<file path="config.mk">
export PLATFORM = sky130hd
export DESIGN_NAME = usart_clkgen
export DESIGN_NICKNAME = d
export VERILOG_FILES = /design/src/rtl/usart_clkgen_pkg.sv /design/src/rtl/usart_baud_ctr.sv /design/src/rtl/usart_tx_prescale.sv /design/src/rtl/usart_xck_edge.sv /design/src/rtl/usart_clkgen.sv
export SDC_FILE = /design/constraint.sdc
export NUM_CORES = 1
export LEC_CHECK = 0
export BUFFER_PORTS_ARGS = -buffer_cell sky130_fd_sc_hd__clkbuf_2
export CORE_MARGIN = 1.5
export CORE_UTILIZATION = 50
export CTS_CLUSTER_SIZE = 24
export DETAILED_ROUTE_END_ITERATION = 10
export GPL_ROUTABILITY_DRIVEN = 0
export MAX_ROUTING_LAYER = met4
export PLACE_DENSITY = 0.85
export SETUP_SLACK_MARGIN = 0.15
export SLEW_MARGIN = 20
export SYNTH_ARGS = -nofsm -noshare
export SYNTH_HDL_FRONTEND = slang
export SYNTH_SLANG_ARGS = --single-unit
</file>
<file path="constraint.sdc">
create_clock -name clk -period 3.7 [get_ports clk]
set_input_delay 0.185 -clock clk [delete_from_list [all_inputs] [get_ports clk]]
set_output_delay 0.185 -clock clk [all_outputs]
set_load 0.02 [all_outputs]
</file>
<file path="src/rtl/usart_clkgen_pkg.sv">
package usart_clkgen_pkg;

  typedef enum logic [1:0] {
    CK_ASYNC_NORM  = 2'd0,
    CK_ASYNC_DBL   = 2'd1,
    CK_SYNC_MASTER = 2'd2,
    CK_SYNC_SLAVE  = 2'd3
  } ck_mode_e;

  function automatic ck_mode_e decode_mode(input logic sync_sel,
                                           input logic dbl_sel,
                                           input logic dir_out);
    if (!sync_sel) return dbl_sel ? CK_ASYNC_DBL : CK_ASYNC_NORM;
    return dir_out ? CK_SYNC_MASTER : CK_SYNC_SLAVE;
  endfunction

endpackage

</file>
<file path="src/rtl/usart_baud_ctr.sv">
module usart_baud_ctr #(
  parameter int W = 12
) (
  input  logic         clk,
  input  logic         rst_n,
  input  logic [W-1:0] reload_val,
  input  logic         reload_wr,
  output logic         tick
);

  logic [W-1:0] cnt_q;
  logic         at_zero;

  assign at_zero = (cnt_q == '0);
  assign tick    = at_zero && !reload_wr;

  always_ff @(posedge clk or negedge rst_n) begin
    if (!rst_n)                    cnt_q <= '0;
    else if (reload_wr || at_zero) cnt_q <= reload_val;
    else                           cnt_q <= cnt_q - W'(1);
  end


  reload_load_chk: assert property (@(posedge clk) disable iff (!rst_n)
    reload_wr |=> (cnt_q == $past(reload_val)));


  count_down_chk: assert property (@(posedge clk) disable iff (!rst_n)
    (!reload_wr && cnt_q != '0) |=> (cnt_q == ($past(cnt_q) - W'(1))));

endmodule

</file>
<file path="src/rtl/usart_tx_prescale.sv">
module usart_tx_prescale
  import usart_clkgen_pkg::*;
#(
  parameter int NORM_DIV = 16,
  parameter int DBL_DIV  = 8,
  parameter int SYNC_DIV = 2,
  localparam int DIV_W   = $clog2(NORM_DIV)
) (
  input  logic     clk,
  input  logic     rst_n,
  input  logic     baud_tick,
  input  ck_mode_e mode,
  output logic     tx_tick,
  output logic     phase
);

  localparam logic [DIV_W-1:0] LIM_NORM = DIV_W'(NORM_DIV - 1);
  localparam logic [DIV_W-1:0] LIM_DBL  = DIV_W'(DBL_DIV - 1);
  localparam logic [DIV_W-1:0] LIM_SYNC = DIV_W'(SYNC_DIV - 1);

  logic [DIV_W-1:0] div_q;
  logic [DIV_W-1:0] lim;
  logic             wrap;

  always_comb begin
    case (mode)
      CK_ASYNC_NORM: lim = LIM_NORM;
      CK_ASYNC_DBL:  lim = LIM_DBL;
      default:       lim = LIM_SYNC;
    endcase
  end

  assign wrap    = (div_q >= lim);
  assign tx_tick = baud_tick && wrap;
  assign phase   = div_q[0];

  always_ff @(posedge clk or negedge rst_n) begin
    if (!rst_n)         div_q <= '0;
    else if (baud_tick) div_q <= wrap ? '0 : div_q + DIV_W'(1);
  end


  tx_wrap_chk: assert property (@(posedge clk) disable iff (!rst_n)
    tx_tick |=> (div_q == '0));


  div_hold_chk: assert property (@(posedge clk) disable iff (!rst_n)
    !baud_tick |=> $stable(div_q));

endmodule

</file>
<file path="src/rtl/usart_xck_edge.sv">
module usart_xck_edge #(
  parameter int STAGES = 2
) (
  input  logic clk,
  input  logic rst_n,
  input  logic pin_in,
  input  logic fall_sel,
  output logic edge_pulse
);

  logic [STAGES-1:0] sync_q;
  logic              prev_q;
  logic              lvl;
  logic              rise;
  logic              fall;

  always_ff @(posedge clk or negedge rst_n) begin
    if (!rst_n) begin
      sync_q <= '0;
      prev_q <= 1'b0;
    end else begin
      sync_q <= {sync_q[STAGES-2:0], pin_in};
      prev_q <= sync_q[STAGES-1];
    end
  end

  assign lvl        = sync_q[STAGES-1];
  assign rise       = lvl && !prev_q;
  assign fall       = !lvl && prev_q;
  assign edge_pulse = fall_sel ? fall : rise;


  rise_single_chk: assert property (@(posedge clk) disable iff (!rst_n)
    rise |=> !rise);

endmodule

</file>
<file path="src/rtl/usart_clkgen.sv">
module usart_clkgen
  import usart_clkgen_pkg::*;
#(
  parameter int BAUD_W      = 12,
  parameter int NORM_DIV    = 16,
  parameter int DBL_DIV     = 8,
  parameter int SYNC_DIV    = 2,
  parameter int SYNC_STAGES = 2
) (
  input  logic              clk,
  input  logic              rst_n,
  input  logic [BAUD_W-1:0] baud_val,
  input  logic              baud_lo_wr,
  input  logic              sync_mode,
  input  logic              dbl_speed,
  input  logic              pin_dir_out,
  input  logic              clk_pol,
  input  logic              xck_in,
  output logic              xck_out,
  output logic              xck_oe,
  output logic              tx_en,
  output logic              rx_en
);

  ck_mode_e mode;
  logic     baud_tick;
  logic     tx_tick;
  logic     phase;
  logic     ext_edge;
  logic     is_slave;
  logic     is_master;

  assign mode      = decode_mode(sync_mode, dbl_speed, pin_dir_out);
  assign is_slave  = (mode == CK_SYNC_SLAVE);
  assign is_master = (mode == CK_SYNC_MASTER);

  usart_baud_ctr #(.W(BAUD_W)) baud_i (
    .clk        (clk),
    .rst_n      (rst_n),
    .reload_val (baud_val),
    .reload_wr  (baud_lo_wr),
    .tick       (baud_tick)
  );

  usart_tx_prescale #(
    .NORM_DIV (NORM_DIV),
    .DBL_DIV  (DBL_DIV),
    .SYNC_DIV (SYNC_DIV)
  ) pre_i (
    .clk       (clk),
    .rst_n     (rst_n),
    .baud_tick (baud_tick),
    .mode      (mode),
    .tx_tick   (tx_tick),
    .phase     (phase)
  );

  usart_xck_edge #(.STAGES(SYNC_STAGES)) edge_i (
    .clk        (clk),
    .rst_n      (rst_n),
    .pin_in     (xck_in),
    .fall_sel   (clk_pol),
    .edge_pulse (ext_edge)
  );

  assign rx_en   = is_slave ? ext_edge : baud_tick;
  assign tx_en   = is_slave ? ext_edge : tx_tick;
  assign xck_oe  = is_master;
  assign xck_out = is_master && phase;


  slave_same_chk: assert property (@(posedge clk) disable iff (!rst_n)
    (sync_mode && !pin_dir_out) |-> (tx_en == rx_en));


  async_pin_idle_chk: assert property (@(posedge clk) disable iff (!rst_n)
    !sync_mode |-> (!xck_oe && !xck_out));


  master_fall_chk: assert property (@(posedge clk) disable iff (!rst_n)
    (is_master && $past(is_master) && $past(rx_en) && $past(xck_out)) |-> !xck_out);


  master_tx_on_tick_chk: assert property (@(posedge clk) disable iff (!rst_n)
    (is_master && tx_en) |-> rx_en);

endmodule

</file>
==> results_dict.tcl, run 1 <==
set metrics [dict create \
    outcome "completed" \
    synth.cell_area_um2 1120 \
    worst_skew_pair_later_pin_latency_ps 290 \
    criticalPathCategory "reg -> out" \
    postRouteWirelength_um 2050 \
    report.final.slew_viol_count 0 \
    post-synth-top-area-fraction 0.425 \
    grt_first_pass_wirelength_um 3710 \
    grt_util_met1 0.208 \
    cts_repair_resized_insts 0 \
    synth.yosys.seq_area_share 0.425 \
    min_clock_period_post_route_ps 2150 \
    internal_power_w 0.000310 \
    first_pass_iters 4 \
    share_seq_of_total_power 0.564 \
    timing_hold_violations_final 0 \
    synth-edff-count 0 \
    slew_headroom 0.668 \
    p_per_area_nw_per_um2 345 \
    async_flop_share 1.00 \
    coreArea_um2 2040 \
    irDropWorstVdd_uv 245 \
    mappedNetlistNets 139 \
    antennaDiodeCount 0 \
    dominantRegCellSynth "sky130_fd_sc_hd__dfrtp_1" \
    max-clock-path-buffers 2 \
    fp-row-count 16 \
    port_buffers 23 \
    grt_setup_unrepaired "false" \
    instances_no_fill 167 \
    gr-usage-met3 0.0268 \
    remaining_drc_errors 0 \
    die_w_um 50.3 \
    post_synth_num_cell_types 36 \
    netSwitchingFraction 0.312 \
    setup.worst_path.start_class "register" \
    number_of_cts_inserted_buffers 3 \
    crit_path_end_kind "output pin" \
    dieArea_um2 2530 \
    dr_total_vias 889 \
    area_growth_pct 16.7 \
    global_route.usage.total 0.193 \
    synth.largest_area_cell "sky130_fd_sc_hd__dfrtp_1" \
    ys_ff_latch 19 \
    maximum_achievable_frequency_mhz 466 \
    cts_sinks 19 \
    post-cts-setup-buffers 0 \
    yosys_warnings 0 \
    route.antenna.remaining_nets 0 \
    type_of_the_tightest_min_delay_check "in -> reg" \
    routed_wire_length_per_instance_um 12.3 \
    timing_worst_slew_pin_value_ps 497 \
    nets 167 \
    die_y_um 50.3 \
    globalRouteOverflowTotal 0 \
    setup_viol_count_final 0 \
    first_iter_violations 17 \
    antenna_found_initial 0 \
    root_buffer "sky130_fd_sc_hd__clkbuf_4" \
    worstPathMaxFanout 7 \
    grt_pass1_vias 923 \
    worst-endpoint-required_ps 3510 \
    initial_utilization 0.548 \
    timing.max_cap.violations 0 \
    clkSlewWorstSetupHoldPaths_ps 110 \
    ys_top_cells_by_area "sky130_fd_sc_hd__dfrtp_1 (43%), sky130_fd_sc_hd__ha_1 (6.7%), sky130_fd_sc_hd__nand2_1 (6.0%)" \
    setup-tns-final_ps 0 \
    dpl.hpwl_um 1540 \
    avg_vias_per_cell 5.32 \
    power.share.clock 0.233 \
    reg2regPathDepth 5 \
    leakage_nw 0.620 \
    grt_max_degree 22 \
    ff2ff_setup_slack_ps 1960 \
    met2_usage 0.373 \
    fin_util 0.639 \
    synth.avg_cell_area_um2 9.90 \
    ioPinCount 24 \
    depth_of_the_cts_h_tree 1 \
    timing.critical_path.arrival_ps 1960 \
    clock_tree_from_tritoncts "yes" \
    fin_worst_skew_ps 2.12 \
    place_inst 161 \
    fin_crit_sh 0.580 \
    syn-instance-count 113 \
    comb_power_share 0.203 \
    hold_path_stages 3 \
    layout-drive-gt1-share 0.250 \
    switchingPower_w 0.000140 \
    busiest_layer "met2" \
]
==> Yosys cell counts (2+ instances only) <==
cell type	count
sky130_fd_sc_hd__nor2b_1	2
sky130_fd_sc_hd__dfrtp_1	19
sky130_fd_sc_hd__xnor2_1	2
sky130_fd_sc_hd__o21ai_1	2
sky130_fd_sc_hd__inv_1	5
sky130_fd_sc_hd__nand3_1	4
sky130_fd_sc_hd__a21oi_1	2
sky130_fd_sc_hd__xor2_1	5
sky130_fd_sc_hd__nand2_1	18
sky130_fd_sc_hd__buf_2	2
sky130_fd_sc_hd__nand4b_1	2
sky130_fd_sc_hd__o21ai_0	12
sky130_fd_sc_hd__ha_1	6
sky130_fd_sc_hd__a22oi_1	2
sky130_fd_sc_hd__nand2b_1	2
sky130_fd_sc_hd__nor2_1	6
sky130_fd_sc_hd__mux2i_1	3
==> critical path: stages (launching register included) <==
cell                       delay (ps)
sky130_fd_sc_hd__dfrtp_1          420
sky130_fd_sc_hd__inv_1             90
sky130_fd_sc_hd__ha_1             170
sky130_fd_sc_hd__nor4b_4          330
sky130_fd_sc_hd__nand4_4          190
sky130_fd_sc_hd__o31ai_1          270
sky130_fd_sc_hd__clkbuf_2         210
==> through the flow <==
stage	area (um^2)	setup WS (ps)	power (W)	hold slack, ps
floorplan	1120	1830	0.000316	-111
global placement	1260	1940	0.000343	152
detailed placement	1260	1870	0.000348	172
CTS	1310	1530	0.000456	80.9
global route	1310	1410	0.000482	82.5
finish	1310	1550	0.000450	85.8
==> kinds of logic (layout without fill, tap and decap cells) <==
family,count (synthesis),after routing,synth area share
mux,3,3,0.0268
fa+ha+maj,6,6,0.0671
simple gates,46,46,0.262
flops,19,19,0.425
xor+xnor,7,7,0.0548
compound gates,25,25,0.139
buf+inv,7,34,0.0257
==> flip-flops by register name, indices dropped and copies added, names as in the netlist <==
name           flops
baud_i.cnt_q      12
edge_i.prev_q      1
edge_i.sync_q      2
pre_i.div_q        4
==> cell usage in the layout, fill, tap and decap left out, types with 4 or more instances in the layout <==
cell                       instances
sky130_fd_sc_hd__inv_1             5
sky130_fd_sc_hd__o21ai_0          12
sky130_fd_sc_hd__dfrtp_1          19
sky130_fd_sc_hd__nor2_1            6
sky130_fd_sc_hd__xor2_1            5
sky130_fd_sc_hd__nand3_1           4
sky130_fd_sc_hd__nand2_1          18
sky130_fd_sc_hd__clkbuf_2         23
sky130_fd_sc_hd__ha_1              6
==> power by group through the flow <==
stage / Combinational [W] / Sequential [W] / Clock (W)
global route: 0.000105 / 0.000257 / 0.000120
finish: 0.0000913 / 0.000254 / 0.000105
floorplan: 0.0000633 / 0.000253 / 0
detailed placement: 0.0000901 / 0.000258 / 0
CTS: 0.0000926 / 0.000254 / 0.000110
global placement: 0.0000869 / 0.000256 / 0
==> area by class of cell <==
class                      instances  area [um^2]
fill                             193          737
multi-input combinational         87          614
sequential                        19          475
timing repair buffer              25          135
tap                               27         33.8
clock buffer                       3         22.5
inverter                           5         18.8
clock inverter                     1         5.00
==> metal layers <==
metal	vias to the layer above	share of wire
li1	452	-
met1	412	0.42
met2	23	0.54
met3	2	0.039
met4	0	0.0068
met5	-	0
==> worst paths after layout <==
path | from | to
worst max-delay path | baud_i.cnt_q[0] | tx_en
worst min-delay path | baud_val[6] | baud_i.cnt_q[6]
worst max register to register | baud_i.cnt_q[0] | baud_i.cnt_q[11]
worst min register to register | edge_i.sync_q[0] | edge_i.sync_q[1]
max in group asynchronous | rst_n | pre_i.div_q[1]
min in group asynchronous | rst_n | baud_i.cnt_q[6]
==> what timing repair did <==
item	in CTS	in global routing
hold endpoints to repair	20	0
hold buffers	2	0
endpoints found under the setup margin	0	0
No activity file was read; power rests on OpenSTA's default activity.
==> inputs of run 2 (changes only) <==
Settings changed: ABC_AREA from default to 1.
Clock period 3.7 ns to 1.98 ns, I/O delays scaled along.
==> run 2 against run 1 <==
  * The run now ends with negative hold slack left
  * Synthesized area is 6.8% higher
  * Cell area is 14% higher
  * Combinational power is 140% higher
  * Sequential share of layout area is 4.6 points lower
  * Register-to-register slack worse by 1500 ps
  * Via count is 29% higher
  * Synthesized cell count is 43% higher
  * Sequential power is 82% higher
  * Critical path type unchanged
  * Largest power group unchanged
  * Highest routed layer unchanged
==> results_dict.tcl, run 2 <==
set metrics [dict create \
    depth_of_the_cts_h_tree 1 \
    root_buffer "sky130_fd_sc_hd__clkbuf_4" \
    finish.instance_area_um2 1490 \
    global_route.usage.total 0.223 \
    timing.max_cap.violations 0 \
    post_synth_mux_area_share 0 \
    gr-usage-met3 0.0374 \
    min_clock_period_post_route_ps 1790 \
    leakage_nw 0.820 \
    fin_util 0.668 \
    ys_ff_latch 19 \
    worst_r2r_startpoint "baud_i.cnt_q[0]" \
    port_buffers 23 \
    ioPinCount 24 \
    yosysMostFrequentCell "sky130_fd_sc_hd__nand2_1" \
    grt_pass1_vias 1046 \
    crit_chain "ha_1 -> a21oi_2 -> nand2_1 -> nand4_1 -> nand2_1 -> buf_4" \
    postPlaceCellArea_um2 1330 \
    mappedNetlistNets 188 \
    timing_worst_slew_pin_value_ps 468 \
    outcome "finished with violations" \
    setup_viol_count_final 0 \
    met2_usage 0.376 \
    first_iter_violations 24 \
    async_flop_share 1.00 \
    crit_path_most_repeated_cell "sky130_fd_sc_hd__nand2_1" \
    reg2regPathDepth 10 \
    synth.yosys.seq_area_share 0.398 \
    routed_wire_length_per_instance_um 11.8 \
    largest_register "baud_i.cnt_q" \
    busiest_layer "met2" \
    setup.worst_path.start_class "register" \
    dpl.hpwl_um 1890 \
    critical_hold_path_startpoint "baud_val[11]" \
    ff2ff_setup_slack_ps 460 \
    route.antenna.remaining_nets 0 \
    grt_first_pass_wirelength_um 4340 \
    postRouteWirelength_um 2690 \
    die_w_um 51.9 \
    worst_r2r_endpoint "baud_i.cnt_q[10]" \
    coreArea_um2 2230 \
    timing_hold_violations_final 1 \
    first_pass_iters 4 \
    synthAdderAreaFrac 0.0628 \
    ys_top_cells_by_area "sky130_fd_sc_hd__dfrtp_1 (40%), sky130_fd_sc_hd__nand2_1 (19%), sky130_fd_sc_hd__ha_1 (6.3%)" \
    avg_vias_per_cell 5.01 \
    timing.critical_path.arrival_ps 1690 \
    area_growth_pct 24.8 \
    setup-tns-final_ps 0 \
    irDropWorstVdd_uv 443 \
    clkSlewWorstSetupHoldPaths_ps 110 \
    fin_worst_skew_ps 1.11 \
    mostFrequentLayoutCell "sky130_fd_sc_hd__nand2_1" \
    critPathMaxStageDelay_ps 430 \
    worst-endpoint-required_ps 1880 \
    dominantRegCellSynth "sky130_fd_sc_hd__dfrtp_1" \
    synth-edff-count 0 \
    n_fill_cell 195 \
    remaining_drc_errors 0 \
    critical-path-top-delay-family "flip-flops" \
    globalRouteOverflowTotal 0 \
    die_y_um 51.9 \
    fin_crit_sh 0.906 \
    maximum_achievable_frequency_mhz 558 \
    syn-instance-count 162 \
    cts_sinks 19 \
    synth.avg_cell_area_um2 7.38 \
    min_to "baud_i.cnt_q[11]" \
    worst_skew_pair_later_pin_latency_ps 300 \
    largest_register_ff_count 12 \
    synth_compound_gate_area_share 0.0545 \
    worstPathMaxFanout 3 \
    criticalPathCategory "reg -> out" \
    grt_util_met1 0.265 \
    report.final.slew_viol_count 0 \
    critPathSlowestCell "sky130_fd_sc_hd__dfrtp_1" \
    most-common-layout-cells "sky130_fd_sc_hd__nand2_1 (60), sky130_fd_sc_hd__clkbuf_2 (21), sky130_fd_sc_hd__dfrtp_1 (19)" \
    holdWs_ps -1.96 \
    p_per_area_nw_per_um2 593 \
    synth_top_family_by_area "simple AND/OR/NAND/NOR gates" \
    grt_setup_unrepaired "false" \
    violations_in_the_final_reports "negative hold slack" \
    design_power_total_w 0.000885 \
    max-clock-path-buffers 2 \
    nets 228 \
    number_of_cts_inserted_buffers 3 \
    biggest_registers_after_layout "baud_i.cnt_q (12), pre_i.div_q (4), edge_i.sync_q (2)" \
    post_synth_num_cell_types 23 \
    initial_utilization 0.535 \
    dr_total_vias 1147 \
    type_of_the_tightest_min_delay_check "in -> reg" \
    antennaDiodeCount 0 \
    post-synth-top-area-fraction 0.398 \
    synth_commonest_cells "sky130_fd_sc_hd__nand2_1 (60), sky130_fd_sc_hd__dfrtp_1 (19), sky130_fd_sc_hd__inv_1 (16), sky130_fd_sc_hd__nor2_1 (16), sky130_fd_sc_hd__o21ai_0 (11)" \
    fp-row-count 17 \
    grt_max_degree 20 \
    dieArea_um2 2690 \
    synth.largest_area_cell "sky130_fd_sc_hd__dfrtp_1" \
    crit_path_end_kind "output pin" \
    yosys_warnings 0 \
    synth.cell_area_um2 1190 \
    synth_xor_area_frac 0.0513 \
    layout-drive-gt1-share 0.239 \
    synth-simple-area-share 0.360 \
    antenna_found_initial 0 \
    timing.critical_path.buf_inv 1 \
    hold_path_stages 3 \
    clock_tree_from_tritoncts "yes" \
    slew_headroom 0.688 \
]
run 2: cell count changes in the layout (fill, tap and decap cells not counted), moves of 3 or more:
cell,before,now
sky130_fd_sc_hd__buf_4,0,9
sky130_fd_sc_hd__inv_1,5,15
sky130_fd_sc_hd__mux2i_1,3,0
sky130_fd_sc_hd__dlygate4sd3_1,2,6
sky130_fd_sc_hd__inv_2,0,3
sky130_fd_sc_hd__nand2_1,18,60
sky130_fd_sc_hd__nor2_1,6,15
sky130_fd_sc_hd__nand3_1,4,9
run 2: worst max path at each step:
| stage | slack (ps) | end | cells past startpoint | startpoint |
|---|---|---|---|---|
| after floorplan | 520 | rx_en | 6 | baud_i.cnt_q[0] |
| after global placement | 440 | tx_en | 8 | sync_mode |
| after detailed placement | 370 | tx_en | 8 | sync_mode |
| after CTS | 160 | rx_en | 7 | baud_i.cnt_q[0] |
| after global routing | 100 | tx_en | 6 | pre_i.div_q[3] |
| final | 190 | tx_en | 6 | pre_i.div_q[3] |
run 2: tightest hold or removal path: cells and delay by family:
family / cells / cell delay [ps]
simple gates: 2 / 90
buf+inv: 1 / 80
run 2: stage by stage:
step	setup slack, ps	std cells
floorplan	517	162
global placement	439	212
detailed placement	367	212
CTS	165	222
global route	104	229
finish	186	229
run 2: power breakdown:
part	switching (W)	leakage [nW]	internal [W]
Sequential	0.0000387	0.236	0.000423
Clock	0.000125	0.0177	0.0000754
Combinational	0.000130	0.567	0.0000929
run 2: kinds of logic (layout without fill, tap and decap cells):
group	Yosys count	after routing
AOI/OAI and AO/OA	13	13
xor gates and xnor gates	7	7
adders and majority gates	6	6
buffers and inverters	19	58
DFF	19	19
and+or+nand+nor	98	98
run 2: timing repair:
action	4_1_cts	5_1_grt
endpoints found under the setup margin	2	2
hold endpoints to repair	24	0
setup buffers	0	7
hold buffers	6	0
resized for setup	4	6
gates cloned	0	0
pin swaps	0	2
run 2: final cells by class:
class	instances	area [um^2]	area share
clock inverter	1	5.00	0.00336
clock buffer	3	22.5	0.0151
multi-input combinational	124	653	0.438
sequential	19	475	0.319
timing repair buffer	36	233	0.156
tap	28	35.0	0.0235
inverter	18	67.6	0.0453
run 2: layer usage:
| metal | vias up | part of all wire | wire length, um |
|---|---|---|---|
| li1 | 585 | - | - |
| met3 | 9 | 0.033 | 89 |
| met4 | 0 | 0.026 | 69 |
| met1 | 526 | 0.44 | 1190 |
| met2 | 27 | 0.50 | 1340 |
| met5 | - | 0 | 0 |
